[config.mk]
export PLATFORM = sky130hd
export DESIGN_NAME = xdet_trio
export DESIGN_NICKNAME = d
export VERILOG_FILES = /design/src/rtl/xdet_pkg.sv /design/src/rtl/xdet_moore.sv /design/src/rtl/xdet_mealy.sv /design/src/rtl/xdet_flag_reg.sv /design/src/rtl/xdet_trio.sv
export SDC_FILE = /design/constraint.sdc
export NUM_CORES = 1
export LEC_CHECK = 0
export ABC_AREA = 1
export CORE_AREA = 3 3 40 42
export CTS_BUF_LIST = sky130_fd_sc_hd__clkbuf_4
export DETAILED_ROUTE_END_ITERATION = 10
export DIE_AREA = 0 0 43 45
export GPL_TIMING_DRIVEN = 0
export PLACE_DENSITY_LB_ADDON = 0.3
export RECOVER_POWER = 100
export SETUP_SLACK_MARGIN = 0.2
export SLEW_MARGIN = 20
export SYNTH_ARGS = -nofsm -noshare
export SYNTH_HDL_FRONTEND = slang
export SYNTH_SLANG_ARGS = --single-unit
[constraint.sdc]
create_clock -name clk -period 1.55 [get_ports clk]
set_input_delay 0.31 -clock clk [delete_from_list [all_inputs] [get_ports clk]]
set_output_delay 0.31 -clock clk [all_outputs]
set_load 0.1 [all_outputs]
[src/rtl/xdet_pkg.sv]
package xdet_pkg;

    typedef enum logic [2:0] {
        XS_START     = 3'd0,
        XS_LOW_HOLD  = 3'd1,
        XS_HIGH_HOLD = 3'd2,
        XS_LOW_FLIP  = 3'd3,
        XS_HIGH_FLIP = 3'd4
    } moore_state_t;

    typedef struct packed {
        logic valid;
        logic last;
    } bit_hist_t;

    localparam bit_hist_t HIST_CLEAR = '{valid: 1'b0, last: 1'b0};

    function automatic logic state_is_low(input moore_state_t s);
        return (s == XS_LOW_HOLD) || (s == XS_LOW_FLIP);
    endfunction

    function automatic logic state_is_high(input moore_state_t s);
        return (s == XS_HIGH_HOLD) || (s == XS_HIGH_FLIP);
    endfunction

    function automatic moore_state_t moore_step(input moore_state_t s, input logic b);
        moore_state_t n;
        if (state_is_low(s))
            n = b ? XS_HIGH_FLIP : XS_LOW_HOLD;
        else if (state_is_high(s))
            n = b ? XS_HIGH_HOLD : XS_LOW_FLIP;
        else
            n = b ? XS_HIGH_HOLD : XS_LOW_HOLD;
        return n;
    endfunction

    function automatic logic moore_decode(input moore_state_t s);
        return (s == XS_LOW_FLIP) || (s == XS_HIGH_FLIP);
    endfunction

    function automatic logic hist_differs(input bit_hist_t h, input logic b);
        return h.valid & (h.last ^ b);
    endfunction

endpackage

[src/rtl/xdet_moore.sv]
module xdet_moore
    import xdet_pkg::*;
(
    input  logic clk,
    input  logic rst,
    input  logic din,
    output logic flag
);
    moore_state_t state_q;
    moore_state_t state_d;

    always_comb begin
        state_d = moore_step(state_q, din);
    end

    always_ff @(posedge clk) begin
        if (rst)
            state_q <= XS_START;
        else
            state_q <= state_d;
    end

    assign flag = moore_decode(state_q);
endmodule

[src/rtl/xdet_mealy.sv]
module xdet_mealy
    import xdet_pkg::*;
(
    input  logic clk,
    input  logic rst,
    input  logic din,
    output logic flag
);
    bit_hist_t hist_q;

    always_ff @(posedge clk) begin
        if (rst)
            hist_q <= HIST_CLEAR;
        else
            hist_q <= '{valid: 1'b1, last: din};
    end

    assign flag = hist_differs(hist_q, din);
endmodule

[src/rtl/xdet_flag_reg.sv]
module xdet_flag_reg #(
    parameter int W = 1
) (
    input  logic         clk,
    input  logic         rst,
    input  logic [W-1:0] d,
    output logic [W-1:0] q
);
    always_ff @(posedge clk) begin
        if (rst)
            q <= '0;
        else
            q <= d;
    end
endmodule

[src/rtl/xdet_trio.sv]
module xdet_trio
    import xdet_pkg::*;
(
    input  logic clk,
    input  logic rst,
    input  logic din,
    output logic moore_flag,
    output logic mealy_flag,
    output logic smealy_flag
);
    logic mealy_comb;

    xdet_moore u_moore (
        .clk  (clk),
        .rst  (rst),
        .din  (din),
        .flag (moore_flag)
    );

    xdet_mealy u_mealy (
        .clk  (clk),
        .rst  (rst),
        .din  (din),
        .flag (mealy_comb)
    );

    xdet_flag_reg #(.W(1)) u_sreg (
        .clk (clk),
        .rst (rst),
        .d   (mealy_comb),
        .q   (smealy_flag)
    );

    assign mealy_flag = mealy_comb;
endmodule

Yosys cells after proc, flatten, opt, wreduce, memory -nomap -nowiden
Cells that the tools add are included.

Register bits after elaboration: 6. Output and inout bits: 3. Bits of input ports: 3.

Bitwise logic cells: 2. Reductions and logical operators: 3. Multiplexer cells: 6. Equal/unequal tests: 4.

Operators by type and width (count): two-way mux 3 bit (3); equality test 3 x 2 -> 1 bit (second input constant) (2); two-way mux 2 bit (2); equality test 3 x 1 -> 1 bit (second input constant) (1); equality test 3 bit (second input constant) (1); logical OR 1 bit (3); AND 1 bit (1); two-way mux 1 bit (1); XOR 1 bit (1).

Logic depth before layout (Yosys ltp)
Depth in word-level cells: 4. Depth in mapped cells: 5. Gate-level depth less buffers: 5.

Hierarchy
A second synthesis with hierarchy kept.

Cell total of the unflattened synthesis: 30. Area, all modules: 234.0 um^2.

By module, submodules not included: xdet_moore (area an instance 137.6 um^2, times used 1, sequential area each 60.1 um^2, cells an instance 18); xdet_mealy (area an instance 66.3 um^2, times used 1, sequential area each 40.0 um^2, cells an instance 9); xdet_flag_reg (area an instance 30.0 um^2, times used 1, sequential area each 20.0 um^2, cells an instance 3).

Least setup slack after synthesis
OpenSTA, ideal clock, no wires.

Path kind: input to output. Start: in din. End: out mealy_flag. Arrival time: 1.660 ns. Cell stages on the path: 3. Setup slack: -0.420 ns. Data required time: 1.240 ns. Path through: nand2_1 nand2_1 nor2_1.

Word-level cells in the longest chain between the ends: 2.

RTL lines: start, declared (line xdet_trio.sv:6) `input logic din,`; XOR 1 bit (line xdet_pkg.sv:42) `return h.valid & (h.last ^ b);`; AND 1 bit (line xdet_pkg.sv:42); end, declared (line xdet_trio.sv:8) `output logic mealy_flag,`.

No other way between the ends.

Worst setup path in the final report
Start: reg u_moore.state_q[0]. End: out moore_flag.

Word-level cells in the longest chain between the ends: 2. Elaborated cells between the ends (all ways): 3. Classes of those cells: 2 x eq/ne; 1 x reduce/logical.

RTL lines: start, declared (line xdet_moore.sv:9) `moore_state_t state_q;`; start signal, assigned (line xdet_moore.sv:20) `state_q <= state_d;`; equality test 3 x 2 -> 1 bit / equality test 3 bit (equally long branches) (line xdet_pkg.sv:38) `return (s == XS_LOW_FLIP) || (s == XS_HIGH_FLIP);`; logical OR 1 bit * (line xdet_pkg.sv:38); end, declared (line xdet_trio.sv:7) `output logic moore_flag,`.

Every way passes the cells marked *; elsewhere a longest branch is shown, timed or not.

==> qor.yml <==
viasPerCell: 3.68
criticalPathCategory: "reg -> out"
yosysTopAreaCell: "dfxtp_1"
n_antenna_cell: 0
seq_area_frac_synth: 0.561
synth_top_area_frac: 0.561
pin_count: 6
gp_congestion: 0.627
drt_iter0_drc: 4
cp_common_cell: "nand2_2"
die_area_sq_um: 1940
synth-edff-count: 0
overflow: 0
finalMaxSlewViolations: 0
peakVddDrop_v: 0.000502
synth_simple_gate_area_share: 0.327
synth_top_family_by_area: "simple AND/OR/NAND/NOR gates"
synth_nets: 30
wire_per_inst_microns: 7.44
place.port_buffers: 5
total_power_uw: 383
yosysUniqueCellTypes: 9
antenna_found_initial: 0
cp-start-kind: "register"
yosysWarningCount: 0
route.met3.wl_microns: 37
synthAdderAreaFrac: 0
hpwl_microns: 266
clock_path_buffers: 2
cts_sinks: 6
critPathRequiredTime_ps: 1240
worstPathMaxFanout: 4
finalNonFillerCells: 50
met2_length_microns: 161
muxShareOfSynthArea: 0
relSlewSlack: 0.643
via_count: 184
async_reset_ff_frac: 0
grt_max_degree: 7
r2r-start: "u_moore.state_q[1]$_SDFF_PP0_"
drc: 0
start_util: 0.167
syn_area_sq_um: 214
worstHoldStart: "din"
synth_cells: 27
cts_root_buf: "clkbuf_4"
powerDensity_nw_per_um2: 1190
die_w_microns: 43
track_usage: 0.0500
skew_ps: 1.47
worst_slew_pin_slew_ps: 538
synth.top_cells.by_count: "dfxtp_1 (6), nand2_1 (5), nor2_1 (5)"
die_h_microns: 45
drt_first_pass_iters: 2
post-place-ws_ps: -941
htreeDepth: 1
fillers: 144
rsz0062_at_grt: "yes"
grt_pass1_vias: 191
drv_cap: 0
synth_seq_cells: 6
ant_nets: 0
fin_ws_ps: 179
arrival_ps: 1060
status: "finished, final reports clean"
hold_ws_ps: 290
grt_pass1_wl_microns: 662
syn_area_per_cell_sq_um: 7.92
cp-end-kind: "output port"
core_sq_um: 1280
routed.top_layer: "met3"
max_stage_delay_ps: 330
synthTopCellsByArea: "dfxtp_1 (56%), nand2_1 (8.8%), nor2_1 (8.8%)"
synth_compound_area_frac: 0.0234
multiInputGateArea_sq_um: 88.8
max_freq_mhz: 729
placedCellCount: 47
fin_crit_ps: 1370
hold_class: "in -> reg"
wl_met1_microns: 174
cp_slowest_cell: "dfxtp_2"
synth_most_common_cell: "dfxtp_1"
fin_crit_sh: 0.885
rows: 13
cts_tree: "done"
critPathBufInv: 1
clk_pin_slew_ps: 40
setup_viol: 0
synthToLayoutAreaGrowth_pct: 49.7
synth_xor_area_frac: 0
synthFlopType: "dfxtp_1"
drive_gt1_frac: 0.514
drt_wl_total_microns: 372
crit_chain: "nor2_2, nand2_2, nand2_2, buf_4"
cts-buffers-inserted: 3
leakage_nw: 0.146
num-nets-final: 40
regArea_sq_um: 124
cp-startpoint: "u_moore.state_q[0]$_SDFF_PP0_"
clk_latency_ps: 240
finalHoldViolCount: 0
path_delay_family: "flip-flops"
-- path summary, 6_finish.rpt --
check	slack [ps]	cells after the start	endpoint
hold / removal	290	2	u_moore.state_q[0]$_SDFF_PP0_
setup / recovery	180	4	moore_flag
setup reg to reg	820	5	u_moore.state_q[1]$_SDFF_PP0_
hold reg to reg	440	1	u_moore.state_q[2]$_SDFF_PP0_
-- power breakdown --
group / internal [mW] / total [mW] / switching, mW
clock network: 0.0874 / 0.142 / 0.0542
registers: 0.164 / 0.169 / 0.00556
logic: 0.0213 / 0.0715 / 0.0502
total: 0.273 / 0.383 / 0.110
-- placed cells by master (no fill, tap or decap), types with 2 or more instances in the layout --
master and count:
inv_1 3, nand2_2 3, nand3_1 3, clkbuf_4 3, dfxtp_2 3, dfxtp_1 3, nor2_2 2, nand2_1 2
inv_2 2, nor2_1 2, clkbuf_2 2
-- per-layer routing --
layer / track usage / vias to the layer above
met5: 0 / -
li1: - / 100
met1: 0.0435 / 77
met3: 0.0518 / 0
met2: 0.0778 / 7
met4: 0.0181 / 0
-- stage by stage --
stage                     area (sq um)  setup TNS [ps]   util
after floorplan                    224               0      -
after global routing               320               0  0.249
after CTS                          327               0  0.254
after global placement             293           -1550  0.228
final                              320               0  0.249
after detailed placement           293           -1540  0.228
-- layout make-up --
| type | count | area share |
|---|---|---|
| Clock buffer | 3 | 0.0703 |
| Inverter | 5 | 0.0586 |
| Multi-Input combinational cell | 16 | 0.277 |
| Sequential cell | 6 | 0.387 |
| Tap cell | 15 | 0.0586 |
| Timing Repair Buffer | 5 | 0.148 |
-- timing repair --
| action | CTS | global route |
|---|---|---|
| setup buffers | 0 | 0 |
| endpoints found under the setup margin | 3 | 2 |
| hold buffers | 0 | 0 |
| resized for setup | 24 | 10 |
| cloned | 0 | 0 |
| pin swaps | 0 | 3 |
-- registers in the layout, indices dropped and copies added (netlist names) --
signal / cells
u_sreg.q: 1
u_moore.state_q: 3
u_mealy.hist_q: 2
-- kinds of logic after synthesis --
kind of cell	count (synthesis)
DFF	6
buffers and inverters	5
AOI/OAI and AO/OA	1
and+or+nand+nor	15
(Power assumes the default switching activity.)
